<file path="src/rtl/ccp_pkg.sv">
package ccp_pkg;

  typedef enum logic [2:0] {
    SEL_CMD     = 3'd0,
    SEL_DATA    = 3'd1,
    SEL_RX_CMD  = 3'd2,
    SEL_RX_DATA = 3'd3,
    SEL_FLAGS   = 3'd4
  } host_sel_e;

  typedef struct packed {
    logic data_rx_valid;
    logic cmd_rx_valid;
    logic data_rx_busy;
    logic cmd_rx_busy;
    logic all_tx_empty;
    logic data_tx_empty;
    logic cmd_tx_empty;
  } slot_flags_t;

  localparam int FLAG_W = $bits(slot_flags_t);

endpackage

</file>
<file path="src/rtl/ccp_tx_regs.sv">
module ccp_tx_regs
  import ccp_pkg::*;
#(
  parameter int SLOT_W = 20,
  parameter int SEL_W  = 3
) (
  input  logic              clk,
  input  logic              rst,
  input  logic              wr,
  input  logic [SEL_W-1:0]  sel,
  input  logic [SLOT_W-1:0] wdata,
  input  logic              pending,
  input  logic              done,
  output logic              launch,
  output logic [SLOT_W-1:0] cmd_q,
  output logic [SLOT_W-1:0] data_q,
  output logic              cmd_empty,
  output logic              data_empty
);

  logic wr_cmd, wr_data;

  always_comb begin
    wr_cmd  = wr && (sel == SEL_W'(SEL_CMD));
    wr_data = wr && (sel == SEL_W'(SEL_DATA));
    launch  = wr_cmd && !pending;
  end

  always_ff @(posedge clk) begin
    if (rst) begin
      cmd_q     <= '0;
      cmd_empty <= 1'b1;
    end else if (launch) begin
      cmd_q     <= wdata;
      cmd_empty <= 1'b0;
    end else if (done) begin
      cmd_empty <= 1'b1;
    end
  end

  always_ff @(posedge clk) begin
    if (rst) begin
      data_q     <= '0;
      data_empty <= 1'b1;
    end else if (wr_data) begin
      data_q     <= wdata;
      data_empty <= 1'b0;
    end else if (done) begin
      data_empty <= 1'b1;
    end
  end

endmodule

</file>
<file path="src/rtl/ccp_req_ctrl.sv">
module ccp_req_ctrl #(
  parameter int SLOT_W = 20,
  parameter int ADDR_W = 7,
  parameter int DATA_W = 16
) (
  input  logic              clk,
  input  logic              rst,
  input  logic              launch,
  input  logic [SLOT_W-1:0] cmd_word,
  input  logic [SLOT_W-1:0] data_word,
  input  logic              cdc_ack,
  output logic              cdc_req,
  output logic              cdc_we,
  output logic [ADDR_W-1:0] cdc_addr,
  output logic [DATA_W-1:0] cdc_wdata,
  output logic              done,
  output logic              done_rd,
  output logic              launch_rd
);

  localparam int RW_BIT  = SLOT_W - 1;
  localparam int ADDR_HI = SLOT_W - 2;

  typedef enum logic {ST_IDLE, ST_WAIT} req_state_e;
  req_state_e state_q;

  always_comb begin
    done      = (state_q == ST_WAIT) && cdc_ack;
    done_rd   = done && !cdc_we;
    launch_rd = launch && cmd_word[RW_BIT];
  end

  always_ff @(posedge clk) begin
    if (rst) begin
      state_q   <= ST_IDLE;
      cdc_req   <= 1'b0;
      cdc_we    <= 1'b0;
      cdc_addr  <= '0;
      cdc_wdata <= '0;
    end else begin
      case (state_q)
        ST_IDLE: if (launch) begin
          state_q   <= ST_WAIT;
          cdc_req   <= 1'b1;
          cdc_we    <= !cmd_word[RW_BIT];
          cdc_addr  <= cmd_word[ADDR_HI -: ADDR_W];
          cdc_wdata <= data_word[RW_BIT -: DATA_W];
        end
        ST_WAIT: if (cdc_ack) begin
          state_q <= ST_IDLE;
          cdc_req <= 1'b0;
        end
        default: state_q <= ST_IDLE;
      endcase
    end
  end

endmodule

</file>
<file path="src/rtl/ccp_rx_regs.sv">
module ccp_rx_regs #(
  parameter int SLOT_W = 20,
  parameter int DATA_W = 16
) (
  input  logic              clk,
  input  logic              rst,
  input  logic              launch_rd,
  input  logic              done_rd,
  input  logic              clr_valid,
  input  logic [SLOT_W-1:0] cmd_word,
  input  logic [DATA_W-1:0] cdc_rdata,
  output logic [SLOT_W-1:0] rx_cmd,
  output logic [SLOT_W-1:0] rx_data,
  output logic              busy,
  output logic              valid
);

  localparam int RW_BIT = SLOT_W - 1;
  localparam int PAD_W  = SLOT_W - DATA_W;

  logic [SLOT_W-1:0] rw_mask;
  assign rw_mask = ~(SLOT_W'(1) << RW_BIT);

  always_ff @(posedge clk) begin
    if (rst) begin
      rx_cmd  <= '0;
      rx_data <= '0;
    end else if (done_rd) begin
      rx_cmd  <= cmd_word & rw_mask;
      rx_data <= {cdc_rdata, {PAD_W{1'b0}}};
    end
  end

  always_ff @(posedge clk) begin
    if (rst) begin
      busy  <= 1'b0;
      valid <= 1'b0;
    end else begin
      if (launch_rd)    busy <= 1'b1;
      else if (done_rd) busy <= 1'b0;
      if (done_rd)        valid <= 1'b1;
      else if (clr_valid) valid <= 1'b0;
    end
  end

endmodule

</file>
<file path="src/rtl/codec_cmd_port.sv">
module codec_cmd_port
  import ccp_pkg::*;
#(
  parameter int SLOT_W = 20,
  parameter int ADDR_W = 7,
  parameter int DATA_W = 16,
  parameter int SEL_W  = 3
) (
  input  logic              clk,
  input  logic              rst,
  input  logic              host_wr,
  input  logic              host_rd,
  input  logic [SEL_W-1:0]  host_sel,
  input  logic [SLOT_W-1:0] host_wdata,
  output logic [SLOT_W-1:0] host_rdata,
  output logic              host_rvalid,
  output logic              cdc_req,
  output logic              cdc_we,
  output logic [ADDR_W-1:0] cdc_addr,
  output logic [DATA_W-1:0] cdc_wdata,
  input  logic              cdc_ack,
  input  logic [DATA_W-1:0] cdc_rdata
);

  localparam int FLAG_PAD = SLOT_W - FLAG_W;

  logic              launch, done, done_rd, launch_rd;
  logic [SLOT_W-1:0] cmd_q, data_q, rx_cmd, rx_data;
  logic              cmd_empty, data_empty, rx_busy, rx_valid, clr_valid;
  slot_flags_t       flag_q;

  assign clr_valid = host_rd && (host_sel == SEL_W'(SEL_RX_CMD));

  ccp_tx_regs #(.SLOT_W(SLOT_W), .SEL_W(SEL_W)) u_tx (
    .clk(clk), .rst(rst), .wr(host_wr), .sel(host_sel), .wdata(host_wdata),
    .pending(cdc_req), .done(done), .launch(launch),
    .cmd_q(cmd_q), .data_q(data_q),
    .cmd_empty(cmd_empty), .data_empty(data_empty)
  );

  ccp_req_ctrl #(.SLOT_W(SLOT_W), .ADDR_W(ADDR_W), .DATA_W(DATA_W)) u_req (
    .clk(clk), .rst(rst), .launch(launch),
    .cmd_word(host_wdata), .data_word(data_q), .cdc_ack(cdc_ack),
    .cdc_req(cdc_req), .cdc_we(cdc_we), .cdc_addr(cdc_addr),
    .cdc_wdata(cdc_wdata), .done(done), .done_rd(done_rd),
    .launch_rd(launch_rd)
  );

  ccp_rx_regs #(.SLOT_W(SLOT_W), .DATA_W(DATA_W)) u_rx (
    .clk(clk), .rst(rst), .launch_rd(launch_rd), .done_rd(done_rd),
    .clr_valid(clr_valid), .cmd_word(cmd_q), .cdc_rdata(cdc_rdata),
    .rx_cmd(rx_cmd), .rx_data(rx_data), .busy(rx_busy), .valid(rx_valid)
  );

  always_comb begin
    flag_q.cmd_tx_empty  = cmd_empty;
    flag_q.data_tx_empty = data_empty;
    flag_q.all_tx_empty  = cmd_empty && data_empty;
    flag_q.cmd_rx_busy   = rx_busy;
    flag_q.data_rx_busy  = rx_busy;
    flag_q.cmd_rx_valid  = rx_valid;
    flag_q.data_rx_valid = rx_valid;
  end

  always_ff @(posedge clk) begin
    if (rst) begin
      host_rdata  <= '0;
      host_rvalid <= 1'b0;
    end else begin
      host_rvalid <= host_rd;
      if (host_rd) begin
        case (host_sel)
          SEL_W'(SEL_CMD):     host_rdata <= cmd_q;
          SEL_W'(SEL_DATA):    host_rdata <= data_q;
          SEL_W'(SEL_RX_CMD):  host_rdata <= rx_cmd;
          SEL_W'(SEL_RX_DATA): host_rdata <= rx_data;
          SEL_W'(SEL_FLAGS):   host_rdata <= {{FLAG_PAD{1'b0}}, flag_q};
          default:             host_rdata <= '0;
        endcase
      end
    end
  end

endmodule

</file>
<file path="config.mk">
export PLATFORM = sky130hd
export DESIGN_NAME = codec_cmd_port
export DESIGN_NICKNAME = d
export VERILOG_FILES = /design/src/rtl/ccp_pkg.sv /design/src/rtl/ccp_tx_regs.sv /design/src/rtl/ccp_req_ctrl.sv /design/src/rtl/ccp_rx_regs.sv /design/src/rtl/codec_cmd_port.sv
export SDC_FILE = /design/constraint.sdc
export NUM_CORES = 1
export LEC_CHECK = 0
export ABC_AREA = 0
export ABC_CLOCK_PERIOD_IN_PS = 3850
export BUFFER_PORTS_ARGS = -buffer_cell sky130_fd_sc_hd__buf_4
export CAP_MARGIN = 5
export CORE_MARGIN = 2
export CORE_UTILIZATION = 35
export CTS_CLUSTER_SIZE = 24
export DETAILED_ROUTE_END_ITERATION = 10
export PLACE_DENSITY = 0.62
export SKIP_LAST_GASP = 1
export SYNTH_ARGS = -nofsm -noshare
export SYNTH_HDL_FRONTEND = slang
export SYNTH_SLANG_ARGS = --single-unit
</file>
<file path="constraint.sdc">
create_clock -name clk -period 3.85 [get_ports clk]
set_clock_uncertainty 0.05 [all_clocks]
set_input_delay 0.385 -clock clk [delete_from_list [all_inputs] [get_ports clk]]
set_output_delay 0.385 -clock clk [all_outputs]
set_load 0.05 [all_outputs]
</file>
==> summary.txt <==
Synthesis
  – Post-Syn Area: 4930 um^2
  – Register area share after synthesis: 51.2%
  – Synth Flop Type: dfxtp_1
  – Yosys cell types: 37
  – Number of enable flip-flop cells after synthesis: 0
  – Top cells by area, synth: dfxtp_1 (51%), nand2_1 (16%), a21oi_1 (11%), mux2i_1 (6.7%), a22o_1 (2.1%)
  – Cell with the most instances after synthesis: nand2_1
  – Post-synthesis register bit count: approximately 130
  – Ys Warns: 0
  – Yosys top cell area share: 51.2%
  – Fraction of registers with async set/reset: 0%
  – Post-Syn Instances: approximately 600
  – Synth top cells by count: nand2_1 (204), dfxtp_1 (126), a21oi_1 (108)
  – Syn Area/Cell: 8.27 um^2
  – Mapped Nets: 640
  – Synth area leader: dfxtp_1

Clock network
  – Total CTS buffers: 17
  – Worst-Skew Late Latency: 0.41 ns
  – Clk sinks: approximately 130
  – Clock root buffer: clkbuf_16
  – Clock transition at path regs: 0.06 ns
  – CTS HTree Levels: 4
  – Post-CTS Resized: 0
  – Max Root-Sink Buffers: 2
  – Post-CTS Hold Buffers: 0
  – TritonCTS clock tree: yes
  – Post-CTS setup buffer count: 0

Placement
  – Final GP Congestion: between 0.8 and 0.9
  – Placed Cells: between 800 and 900
  – Port-buffer cells: a little under 90
  – Detailed placement HPWL: 9040 um

Worst setup path
  – CP max FO: 25
  – CP Capture Type: register
  – Worst path bufs/invs: 0
  – Critical path's slowest cell: nand3_1
  – Startpoint Class: register
  – CP required: 4.04 ns
  – Slowest stage delay, CP: 0.70 ns
  – Cell Chain, Critical Path: nor4_4 -> nand3_1 -> nand2_1 -> a21oi_1
  – Critical path data arrival time: between 2 and 2.5 ns
  – Crit path kind: reg -> reg
  – Cell family with most CP delay: simple AND/OR/NAND/NOR gates

Power
  – VDD IR max: 0.318 mV
  – Lkg Pwr: roughly 2.3 nW
  – PD cells: 498 nW/um^2

Timing
  – Ratio of final minimum period to clock period: between 50% and 60%
  – Max-slew violations: 0
  – Setup tns final: 0 ns
  – Fmax: 499 MHz
  – Worst-Margin Slew: 1.08 ns
  – Slew headroom: around 28%
  – Final-report hold violation count: 0
  – Unrepaired setup endpoints after global routing: false
  – Setup violators final: 0
  – Tmin final: 2.00 ns

Global routing
  – Met3 Use GR: 4.65%
  – Met1 Track Usage GR: 25.9%
  – GR Overflow Total: 0
  – Number of global-route vias before repair: between 4000 and 5000
  – Initial antenna violation count: 0
  – First-pass GRT wire length: 21000 um
  – All-layer global routing usage: 18.1%
  – Largest net degree at the start of global routing: approximately 110
  – GR met2 Demand/Resource: 26.3%
  – Gr busiest metal: met2

Route
  – DRT iter0 DRCs: 351
  – Total Wirelength: 13300 um
  – Routed vias/inst: 5.10
  – Drt wl/cell: 15.6 um
  – Antenna viol nets, final: 0
  – Via count: 4357
  – First-pass DRT Iterations: 6
  – # DRC: 0

Cells and area
  – Antenna cells: 0
  – Share of post-route cells with drive strength above 1: 20.0%
  – Final #Nets: 706
  – Fin cells: ~860
  – Area growth syn-to-layout: 26.4%

Run status
  – Outcome: completed

Floorplan
  – Die width: 123 um
  – FP Rows: 43
  – Die H: 123 um
  – IO Pins: 90
  – Area of the core: about 14000 um^2
  – Initial core utilization: 35.7%
  – Full die area: between 15000 and 20000 um^2

Run
  – Max-capacitance violation count: 0

Worst hold path
  – Min-Delay Path Class: in -> reg
==> report_power, final <==
part / leakage, nW / total [mW] / internal (mW) / switching (mW)
Clock: 0.288 / 1.59 / 0.981 / 0.611
Combinational: 1.04 / 0.176 / 0.0653 / 0.111
Sequential: 1.02 / 1.34 / 1.32 / 0.0153
Total: 2.35 / 3.11 / 2.37 / 0.738
==> per-stage QoR <==
step	total power, mW	cell area (um^2)	hold slack (ns)	setup WS, ns	utilization (%)
floorplan	1.47	4930	0.383	2.23	-
global placement	1.54	5640	0.385	1.55	40.8
detailed placement	1.54	5640	0.395	1.49	40.8
CTS	3.12	6230	0.113	1.80	45.1
global route	3.21	6230	0.125	1.62	45.1
finish	3.11	6230	0.124	1.85	45.1
==> flip-flops by register name (all words and copies together), names as in the netlist <==
signal and cells:
u_tx.data_q 20, u_req.state_q 1, host_rvalid 1, host_rdata 20, u_req.cdc_we 1, u_rx.rx_cmd 19, u_rx.busy 1, u_rx.rx_data 16
u_req.cdc_req 1, u_tx.cmd_empty 1, u_tx.data_empty 1, u_req.cdc_wdata 16, u_rx.valid 1, u_tx.cmd_q 20, u_req.cdc_addr 7
==> area by class of cell <==
type	instances	area, um^2
fillers	1329	7590
repair buffers	92	691
inverters	1	3.75
clock inverters	14	155
flip-flops and latches	126	2520
multi-input cells	424	2200
well taps	180	225
clock buffers	18	439
==> per-layer routing <==
metal  part of all wire, %  vias to the layer above
met1                    48                     2053
met3                   5.9                       19
met2                    45                      140
li1                      -                     2145
met4                   1.6                        0
met5                     0                        -
==> worst paths after layout <==
check,depth (start not counted),from,endpoint,slack [ns]
min reg2reg,2,host_rdata[6]$_SDFFE_PP0P_,host_rdata[6]$_SDFFE_PP0P_,0.40
max,4,u_req.cdc_req$_SDFFE_PP0P_,u_req.cdc_addr[0]$_SDFFE_PP0P_,1.85
max reg2reg,4,u_req.cdc_req$_SDFFE_PP0P_,u_req.cdc_addr[0]$_SDFFE_PP0P_,1.85
min,2,host_wdata[19],u_req.cdc_we$_SDFFE_PP0P_,0.12
==> logic make-up after synthesis <==
family                 after synthesis  synth area share [%]
flip-flops                         126                  51.2
multiplexers                        35                  7.16
AND/OR/NAND/NOR                    235                  19.5
AO/OA/AOI/OAI                      154                  17.9
buffers and inverters               46                  4.34
==> cell usage in the layout (no fill, tap or decap), drive strengths merged, types with 2 or more instances in the layout <==
master / count
a211oi: 2
a21oi: 108
a22o: 12
a22oi: 5
and3: 3
buf: 92
bufinv: 2
clkbuf: 18
clkinv: 4
clkinvlp: 2
dfxtp: 126
inv: 7
mux2: 2
mux2i: 33
nand2: 204
nand2b: 3
nor2: 11
nor3b: 2
o21ai: 6
o21bai: 2
o22ai: 13
o31ai: 2
or2: 3
Note: power is estimated with default switching activity, not from simulation.
